File: src/rtl/atx_pkg.sv
package atx_pkg;

  typedef enum logic [1:0] {
    FMT_LJ     = 2'b00,
    FMT_LJ_DLY = 2'b01,
    FMT_RJ     = 2'b10,
    FMT_WORD   = 2'b11
  } fmt_e;

endpackage

File: src/rtl/atx_edge_sync.sv
// Brings the three external clocks into the system clock domain through
// one shared chain and turns the selected bit-clock edge into a strobe.
module atx_edge_sync #(
  parameter int STAGES = 2
) (
  input  logic clk,
  input  logic bit_clk,
  input  logic chan_clk,
  input  logic word_clk,
  input  logic inv,
  output logic adv,
  output logic chan_lvl,
  output logic word_lvl
);

  logic [2:0] raw;
  logic [2:0] tap;
  logic       bclk_d;

  assign raw = {bit_clk, chan_clk, word_clk};

  generate
    if (STAGES <= 1) begin : g_one
      logic [2:0] s_q;
      always_ff @(posedge clk) s_q <= raw;
      assign tap = s_q;
    end else begin : g_chain
      logic [STAGES-1:0][2:0] s_q;
      always_ff @(posedge clk) s_q <= {s_q[STAGES-2:0], raw};
      assign tap = s_q[STAGES-1];
    end
  endgenerate

  always_ff @(posedge clk) bclk_d <= tap[2];

  // Launch edge: falling when inv=0, rising when inv=1.
  assign adv      = inv ? (tap[2] & ~bclk_d) : (~tap[2] & bclk_d);
  assign chan_lvl = tap[1];
  assign word_lvl = tap[0];

endmodule

File: src/rtl/atx_slot_track.sv
// Counts bit periods since the last channel transition and since the last
// word-clock pulse; both counters saturate.
module atx_slot_track #(
  parameter int CNT_W = 8
) (
  input  logic             clk,
  input  logic             rst,
  input  logic             adv,
  input  logic             chan_lvl,
  input  logic             word_lvl,
  output logic             frame_start,
  output logic [CNT_W-1:0] slot_nx,
  output logic [CNT_W-1:0] wslot_nx,
  output logic             wch_nx
);

  localparam logic [CNT_W-1:0] SAT = '1;

  logic             lr_prev_q;
  logic             wc_prev_q;
  logic             wch_q;
  logic [CNT_W-1:0] slot_q;
  logic [CNT_W-1:0] wslot_q;

  function automatic logic [CNT_W-1:0] bump(input logic [CNT_W-1:0] v);
    return (v == SAT) ? v : v + 1'b1;
  endfunction

  always_comb begin
    slot_nx  = (chan_lvl != lr_prev_q) ? '0 : bump(slot_q);
    wslot_nx = wc_prev_q ? '0 : bump(wslot_q);
    wch_nx   = wc_prev_q ? chan_lvl : wch_q;
  end

  assign frame_start = adv & chan_lvl & ~lr_prev_q;

  always_ff @(posedge clk) begin
    if (rst) begin
      lr_prev_q <= 1'b1;   // a low level must be seen before the first start
      wc_prev_q <= 1'b0;
      wch_q     <= 1'b0;
      slot_q    <= SAT;
      wslot_q   <= SAT;
    end else if (adv) begin
      lr_prev_q <= chan_lvl;
      wc_prev_q <= word_lvl;
      wch_q     <= wch_nx;
      slot_q    <= slot_nx;
      wslot_q   <= wslot_nx;
    end
  end

endmodule

File: src/rtl/atx_sample_hold.sv
// One-deep holding register feeding the active pair at frame starts.
module atx_sample_hold #(
  parameter int DW = 16
) (
  input  logic          clk,
  input  logic          rst,
  input  logic          load_valid,
  input  logic [DW-1:0] load_l,
  input  logic [DW-1:0] load_r,
  output logic          load_ready,
  input  logic          take,
  output logic [DW-1:0] act_l_nx,
  output logic [DW-1:0] act_r_nx,
  output logic          underrun
);

  logic          full_q;
  logic [DW-1:0] hold_l_q, hold_r_q;
  logic [DW-1:0] act_l_q, act_r_q;

  assign load_ready = ~full_q;
  assign act_l_nx   = (take && full_q) ? hold_l_q : act_l_q;
  assign act_r_nx   = (take && full_q) ? hold_r_q : act_r_q;

  always_ff @(posedge clk) begin
    if (rst) begin
      full_q   <= 1'b0;
      hold_l_q <= '0;
      hold_r_q <= '0;
      act_l_q  <= '0;
      act_r_q  <= '0;
      underrun <= 1'b0;
    end else begin
      if (take && full_q) begin
        act_l_q <= hold_l_q;
        act_r_q <= hold_r_q;
        full_q  <= 1'b0;
      end else if (take) begin
        underrun <= 1'b1;
      end
      if (load_valid && !full_q) begin
        hold_l_q <= load_l;
        hold_r_q <= load_r;
        full_q   <= 1'b1;
      end
    end
  end

endmodule

File: src/rtl/atx_bit_pick.sv
// Chooses the bit for the current period from format and slot counters.
module atx_bit_pick
  import atx_pkg::*;
#(
  parameter int DW       = 16,
  parameter int RJ_DELAY = 16,
  parameter int CNT_W    = 8
) (
  input  fmt_e             fmt,
  input  logic [CNT_W-1:0] slot,
  input  logic [CNT_W-1:0] wslot,
  input  logic             chan,
  input  logic             wch,
  input  logic [DW-1:0]    left,
  input  logic [DW-1:0]    right,
  output logic             bit_o
);

  localparam int IW = (DW > 1) ? $clog2(DW) : 1;

  int            s, w, pos;
  logic          hit;
  logic [DW-1:0] word;
  logic [IW-1:0] pos_w;

  always_comb begin
    s    = int'(slot);
    w    = int'(wslot);
    word = chan ? left : right;
    hit  = 1'b0;
    pos  = 0;
    unique case (fmt)
      FMT_LJ: begin
        hit = (s < DW);
        pos = DW - 1 - s;
      end
      FMT_LJ_DLY: begin
        hit = (s >= 1) && (s <= DW);
        pos = DW - s;
      end
      FMT_RJ: begin
        hit = (s >= RJ_DELAY) && (s < RJ_DELAY + DW);
        pos = DW - 1 - (s - RJ_DELAY);
      end
      FMT_WORD: begin
        word = wch ? left : right;
        hit  = (w < DW);
        pos  = DW - 1 - w;
      end
      default: hit = 1'b0;
    endcase
    pos_w = IW'(pos);
    bit_o = hit & word[pos_w];
  end

endmodule

File: src/rtl/serial_audio_tx.sv
module serial_audio_tx
  import atx_pkg::*;
#(
  parameter int DW          = 16,
  parameter int RJ_DELAY    = 16,
  parameter int SYNC_STAGES = 2,
  parameter int CNT_W       = 8
) (
  input  logic          clk,
  input  logic          rst,
  input  logic          bit_clk,
  input  logic          chan_clk,
  input  logic          word_clk,
  input  logic [1:0]    fmt_sel,
  input  logic          clk_inv,
  input  logic          mute,
  input  logic          pair_valid,
  output logic          pair_ready,
  input  logic [DW-1:0] left_smp,
  input  logic [DW-1:0] right_smp,
  output logic          ser_out,
  output logic          underrun
);

  fmt_e             fmt_q, fmt_nx;
  logic             inv_q;
  logic             armed_q, armed_nx;
  logic             adv, chan_lvl, word_lvl, frame_start;
  logic [CNT_W-1:0] slot_nx, wslot_nx;
  logic             wch_nx;
  logic [DW-1:0]    act_l, act_r;
  logic             pick_bit;

  atx_edge_sync #(.STAGES(SYNC_STAGES)) u_sync (
    .clk      (clk),
    .bit_clk  (bit_clk),
    .chan_clk (chan_clk),
    .word_clk (word_clk),
    .inv      (inv_q),
    .adv      (adv),
    .chan_lvl (chan_lvl),
    .word_lvl (word_lvl)
  );

  atx_slot_track #(.CNT_W(CNT_W)) u_slots (
    .clk         (clk),
    .rst         (rst),
    .adv         (adv),
    .chan_lvl    (chan_lvl),
    .word_lvl    (word_lvl),
    .frame_start (frame_start),
    .slot_nx     (slot_nx),
    .wslot_nx    (wslot_nx),
    .wch_nx      (wch_nx)
  );

  atx_sample_hold #(.DW(DW)) u_hold (
    .clk        (clk),
    .rst        (rst),
    .load_valid (pair_valid),
    .load_l     (left_smp),
    .load_r     (right_smp),
    .load_ready (pair_ready),
    .take       (frame_start),
    .act_l_nx   (act_l),
    .act_r_nx   (act_r),
    .underrun   (underrun)
  );

  // Configuration is taken only in reset or at a frame start.
  assign fmt_nx   = frame_start ? fmt_e'(fmt_sel) : fmt_q;
  assign armed_nx = armed_q | frame_start;

  always_ff @(posedge clk) begin
    if (rst || frame_start) begin
      fmt_q <= fmt_e'(fmt_sel);
      inv_q <= clk_inv;
    end
  end

  atx_bit_pick #(.DW(DW), .RJ_DELAY(RJ_DELAY), .CNT_W(CNT_W)) u_pick (
    .fmt   (fmt_nx),
    .slot  (slot_nx),
    .wslot (wslot_nx),
    .chan  (chan_lvl),
    .wch   (wch_nx),
    .left  (act_l),
    .right (act_r),
    .bit_o (pick_bit)
  );

  always_ff @(posedge clk) begin
    if (rst) begin
      armed_q <= 1'b0;
      ser_out <= 1'b0;
    end else begin
      armed_q <= armed_nx;
      if (adv) ser_out <= armed_nx & ~mute & pick_bit;
    end
  end

endmodule

File: config.mk
export PLATFORM = sky130hd
export DESIGN_NAME = serial_audio_tx
export DESIGN_NICKNAME = d
export VERILOG_FILES = /design/src/rtl/atx_pkg.sv /design/src/rtl/atx_edge_sync.sv /design/src/rtl/atx_slot_track.sv /design/src/rtl/atx_sample_hold.sv /design/src/rtl/atx_bit_pick.sv /design/src/rtl/serial_audio_tx.sv
export SDC_FILE = /design/constraint.sdc
export NUM_CORES = 1
export LEC_CHECK = 0
export BUFFER_PORTS_ARGS = -buffer_cell sky130_fd_sc_hd__buf_4
export CORE_MARGIN = 3
export CORE_UTILIZATION = 60
export CTS_CLUSTER_DIAMETER = 200
export CTS_CLUSTER_SIZE = 20
export DETAILED_ROUTE_END_ITERATION = 10
export GPL_ROUTABILITY_DRIVEN = 0
export PLACE_DENSITY = 0.84
export SLEW_MARGIN = 20
export SYNTH_ARGS = -nofsm -noshare
export SYNTH_HDL_FRONTEND = slang
export SYNTH_HIERARCHICAL = 1
export SYNTH_SLANG_ARGS = --single-unit
export TNS_END_PERCENT = 1
File: constraint.sdc
create_clock -name clk -period 5 [get_ports clk]
set_clock_uncertainty 0.05 [all_clocks]
set_input_delay 0.5 -clock clk [delete_from_list [all_inputs] [get_ports clk]]
set_output_delay 0.5 -clock clk [all_outputs]
set_load 0.02 [all_outputs]
==> impl_summary.txt <==
----------------------------------------------------
[Status]
  Status ... complete, no violations

[Detailed routing]
  Vias per inst ... slightly above 6
  ANT nets after route ... 0
  Post-detailed-routing wire length ... around 12000 um
  Iteration-0 DRC Markers ... between 200 and 250
  First-pass iteration count of the detailed router ... 5
  Number of DRC violations after detailed routing ... 0
  Via total after detailed routing ... about 4300
  Detailed-route wire length per cell ... roughly 17 um

[STA]
  Final-layout setup total negative slack ... 0 ps
  Fmax achieved ... approximately 250 MHz
  Total of endpoints with negative setup slack in the final report ... 0
  Setup repair after global routing missed its margin ... no
  Actual transition at the worst max-transition pin ... approximately 1100 ps
  Worst slew margin relative to its limit ... around 30%
  Share of the clock period used by the worst path after layout ... approximately 80%
  Number of endpoints with negative hold slack in the final report ... 0
  Max-slew violation total from the final report ... 0
  Final critical path time including I/O delays and setup ... 4020 ps
  Post-layout worst setup margin ... slightly below 1000 ps

[Synthesis]
  Ys flop type ... sky130_fd_sc_hd__dfxtp_1
  Number of synthesis warnings ... 6
  Netlist area before placement ... 5590 sq um
  Post-synthesis net count ... about 620
  Cell taking the most area after synthesis ... sky130_fd_sc_hd__dfxtp_1
  Synthesized instance count ... 571
  Per-instance average area after synthesis ... just under 10 sq um
  Post-synth cell types ... 77
  Cell types with the largest area share after synthesis ... sky130_fd_sc_hd__dfxtp_1, sky130_fd_sc_hd__mux2i_1, sky130_fd_sc_hd__nand2b_1, sky130_fd_sc_hd__mux2_4, sky130_fd_sc_hd__nand4bb_1
  Number of enable-type register cells in the synthesized netlist ... 3
  Area share of the largest cell type after synthesis ... around 34%
  Count of state elements after synthesis ... between 90 and 100
  Proportion of synthesized flip-flops having asynchronous set or reset ... 0%
  Sequential cell area fraction in the yosys report ... between 30% and 40%

[Power]
  Leakage power summed over all cells ... about 0.0025 uW
  Worst voltage drop across the vdd grid ... approximately 0.19 mV
  Total power divided by cell area ... 319 nW/um^2

[Worst setup path]
  Arrival time reported for the critical path endpoint ... around 4200 ps
  Critical path launch point type ... flip-flop
  CP Class ... flip-flop to flip-flop
  Critical path data required time ... 5170 ps
  Critical Path Sink Type ... flip-flop
  Largest driver fanout on the critical path ... 55

[Die]
  Standard cell core area ... just under 9000 sq um
  Die Span X ... 103 um
  Die boundary height ... around 100 um
  Initial cell density of the core ... 62.9%
  I/O Pins ... 45
  Num rows ... 34
  DIE AREA ... 10500 sq um

[Place]
  Detailed placer's ending HPWL ... 8020 um
  Pre-CTS worst setup slack ... 1040 ps
  Number of buffers inserted by port buffering ... 44

[Final layout]
  Layout filler cell count ... roughly 670
  Layout cells sized above 1 ... between 20 and 25%
  FF+latch area ... between 1500 and 2000 sq um
  Synthesis-to-layout area growth ... 9.02%
  Area occupied by multi-input gates ... 3330 sq um
  Number of nets in the final layout ... about 640
  Diode insertion count for antenna repair ... 0

[Clock tree]
  Clock latency on the worst-skew pair ... approximately 360 ps
  Clock-pin transition on the worst setup and hold timing paths ... about 90 ps
  Deepest level of the CTS H-tree ... 3
  TritonCTS clock tree ... yes
  Post-CTS Setup Repair Bufs ... 0
  Number of cells upsized or downsized after cts ... 0
  TritonCTS buffer count ... 9
  Maximum buffer depth of the clock tree ... 2
  Hold buffer count at cts ... 0
  Clock tree root driver cell ... sky130_fd_sc_hd__clkbuf_8
  TritonCTS Sinks ... 97

[Min path]
  Worst Hold Class ... primary input to flip-flop

[Global routing]
  GR met2 Demand/Resource ... 42.0%
  Global-route wire length before repair ... around 20000 um
  Met3 track utilization from global routing ... roughly 4.5%
  Grt peak-use layer ... met2
  Remaining global-route overflow ... 0
  GR met1 Demand/Resource ... between 20% and 30%
  Vias in the first global route ... around 4300
  Number of antenna violations at the first check in global routing ... 0
  Global-route usage over all layers ... a little under a quarter
  Largest net degree at the start of global routing ... between 100 and 150

[Run]
  MaxCap Viol Count ... 0

----------------------------------------------------
registers in the layout, summed over array words and instances, names as in the netlist:
| register | cells |
|---|---|
| armed_q | 1 |
| fmt_q | 2 |
| inv_q | 1 |
| ser_out | 1 |
| u_hold/act_l_q | 16 |
| u_hold/act_r_q | 16 |
| u_hold/full_q | 1 |
| u_hold/hold_l_q | 16 |
| u_hold/hold_r_q | 16 |
| u_hold/underrun | 1 |
| u_slots/lr_prev_q | 1 |
| u_slots/slot_q | 8 |
| u_slots/wc_prev_q | 1 |
| u_slots/wch_q | 1 |
| u_slots/wslot_q | 8 |
| u_sync/bclk_d | 1 |
| u_sync/g_chain.s_q | 3 |
| u_sync/tap | 3 |
area by class of cell:
| class | count | share of cell area (%) |
|---|---|---|
| well taps | 108 | 2.22 |
| multi-input cells | 421 | 54.6 |
| repair buffers | 49 | 6.03 |
| flip-flops and latches | 97 | 32.3 |
| clock buffers | 9 | 2.03 |
| clock inverters | 6 | 1.85 |
| inverters | 15 | 0.924 |
report_power, final:
group	internal, uW	total [uW]	leakage (uW)	switching [uW]
Combinational	217	486	0.00160	268
Sequential	813	852	0.000798	38.6
Clock	332	608	0.000120	275
Total	1360	1950	0.00252	582
path summary, 6_finish.rpt:
kind | endpoint | slack, ps | start | depth (start not counted)
setup / recovery | ser_out | 980 | u_sync/tap[2] | 15
setup reg to reg | ser_out | 980 | u_sync/tap[2] | 15
hold / removal | u_sync/g_chain.s_q[2] | 190 | bit_clk | 1
hold reg to reg | u_sync/tap[1] | 280 | u_sync/g_chain.s_q[1] | 0
worst max-delay path, cell delays in order, from the launching register on:
cell,delay [ps]
sky130_fd_sc_hd__dfxtp_1,330
sky130_fd_sc_hd__nand2b_1,150
sky130_fd_sc_hd__o21ai_2,100
sky130_fd_sc_hd__buf_4,270
sky130_fd_sc_hd__clkinv_1,330
sky130_fd_sc_hd__nor3b_1,280
sky130_fd_sc_hd__buf_4,190
sky130_fd_sc_hd__nand2_4,490
sky130_fd_sc_hd__mux2_4,520
sky130_fd_sc_hd__mux4_2,470
sky130_fd_sc_hd__nand2_1,80
sky130_fd_sc_hd__o31ai_1,80
sky130_fd_sc_hd__a211oi_2,240
sky130_fd_sc_hd__nor4_2,80
sky130_fd_sc_hd__nand3b_1,100
sky130_fd_sc_hd__o32ai_1,70
cell families (layout without fill, tap and decap cells):
group	count (synthesis)	after routing	synth area share [%]
compound gates	119	119	14.0
flops	97	97	35.3
fa+ha+maj	4	4	0.895
simple gates	205	205	24.9
mux	85	85	18.4
buf+inv	53	79	5.21
xor+xnor	8	8	1.39
metrics by stage:
stage                     area, sq um  utilization, %  cells  hold slack [ps]  total power, uW
after floorplan                  5590               -    571              260             1240
after global placement           5860            65.9    690              268             1330
after detailed placement         5860            65.9    690              263             1340
after CTS                        6100            68.6    705              176             1950
after global routing             6100            68.6    705              166             2040
final                            6100            68.6    705              187             1950
metal layers:
| layer | wire [um] | vias up | share of wire [%] |
|---|---|---|---|
| met1 | 5140 | 2049 | 44 |
| li1 | - | 2121 | - |
| met2 | 5950 | 90 | 51 |
| met3 | 411 | 23 | 3.5 |
| met4 | 229 | 0 | 2.0 |
| met5 | 0 | - | 0 |
synth_stat cells, types with 4 or more instances:
master                      count
sky130_fd_sc_hd__dfxtp_1       94
sky130_fd_sc_hd__nand2b_1      69
sky130_fd_sc_hd__mux2i_1       46
sky130_fd_sc_hd__o21ai_0       43
sky130_fd_sc_hd__nand4bb_1     32
sky130_fd_sc_hd__mux2_4        28
sky130_fd_sc_hd__nor2_1        24
sky130_fd_sc_hd__nand2_1       20
sky130_fd_sc_hd__clkbuf_1      17
sky130_fd_sc_hd__a21oi_1       14
sky130_fd_sc_hd__inv_1         14
sky130_fd_sc_hd__a31oi_1       12
sky130_fd_sc_hd__nor3_1        10
sky130_fd_sc_hd__mux2_2         9
sky130_fd_sc_hd__a211oi_1       7
sky130_fd_sc_hd__and2_1         6
sky130_fd_sc_hd__buf_2          6
sky130_fd_sc_hd__buf_4          6
sky130_fd_sc_hd__nand3_1        6
sky130_fd_sc_hd__buf_6          5
sky130_fd_sc_hd__a21o_1         4
sky130_fd_sc_hd__a22oi_1        4
sky130_fd_sc_hd__and3_1         4
sky130_fd_sc_hd__ha_1           4
sky130_fd_sc_hd__nand3b_1       4
sky130_fd_sc_hd__o211ai_1       4
sky130_fd_sc_hd__o21a_1         4
sky130_fd_sc_hd__xnor2_1        4
cells in the final DEF, fill, tap and decap left out, types with 3 or more instances in the layout:
| cell type | n |
|---|---|
| sky130_fd_sc_hd__dfxtp_1 | 94 |
| sky130_fd_sc_hd__nand2b_1 | 69 |
| sky130_fd_sc_hd__buf_4 | 49 |
| sky130_fd_sc_hd__mux2i_1 | 46 |
| sky130_fd_sc_hd__o21ai_0 | 43 |
| sky130_fd_sc_hd__nand4bb_1 | 32 |
| sky130_fd_sc_hd__mux2_4 | 28 |
| sky130_fd_sc_hd__nor2_1 | 24 |
| sky130_fd_sc_hd__nand2_1 | 20 |
| sky130_fd_sc_hd__inv_1 | 14 |
| sky130_fd_sc_hd__a21oi_1 | 14 |
| sky130_fd_sc_hd__a31oi_1 | 12 |
| sky130_fd_sc_hd__nor3_1 | 10 |
| sky130_fd_sc_hd__mux2_2 | 9 |
| sky130_fd_sc_hd__clkbuf_8 | 9 |
| sky130_fd_sc_hd__a211oi_1 | 7 |
| sky130_fd_sc_hd__and2_1 | 6 |
| sky130_fd_sc_hd__nand3_1 | 6 |
| sky130_fd_sc_hd__nand3b_1 | 4 |
| sky130_fd_sc_hd__o21a_1 | 4 |
| sky130_fd_sc_hd__a22oi_1 | 4 |
| sky130_fd_sc_hd__o211ai_1 | 4 |
| sky130_fd_sc_hd__ha_1 | 4 |
| sky130_fd_sc_hd__and3_1 | 4 |
| sky130_fd_sc_hd__xnor2_1 | 4 |
| sky130_fd_sc_hd__a21o_1 | 4 |
| sky130_fd_sc_hd__bufinv_16 | 3 |
| sky130_fd_sc_hd__edfxtp_1 | 3 |
| sky130_fd_sc_hd__nor2b_1 | 3 |
| sky130_fd_sc_hd__nor3b_1 | 3 |
| sky130_fd_sc_hd__a32oi_1 | 3 |
| sky130_fd_sc_hd__nand4_1 | 3 |
| sky130_fd_sc_hd__xor2_1 | 3 |
| sky130_fd_sc_hd__a2bb2oi_1 | 3 |
Note: power is estimated with default switching activity, not from simulation.
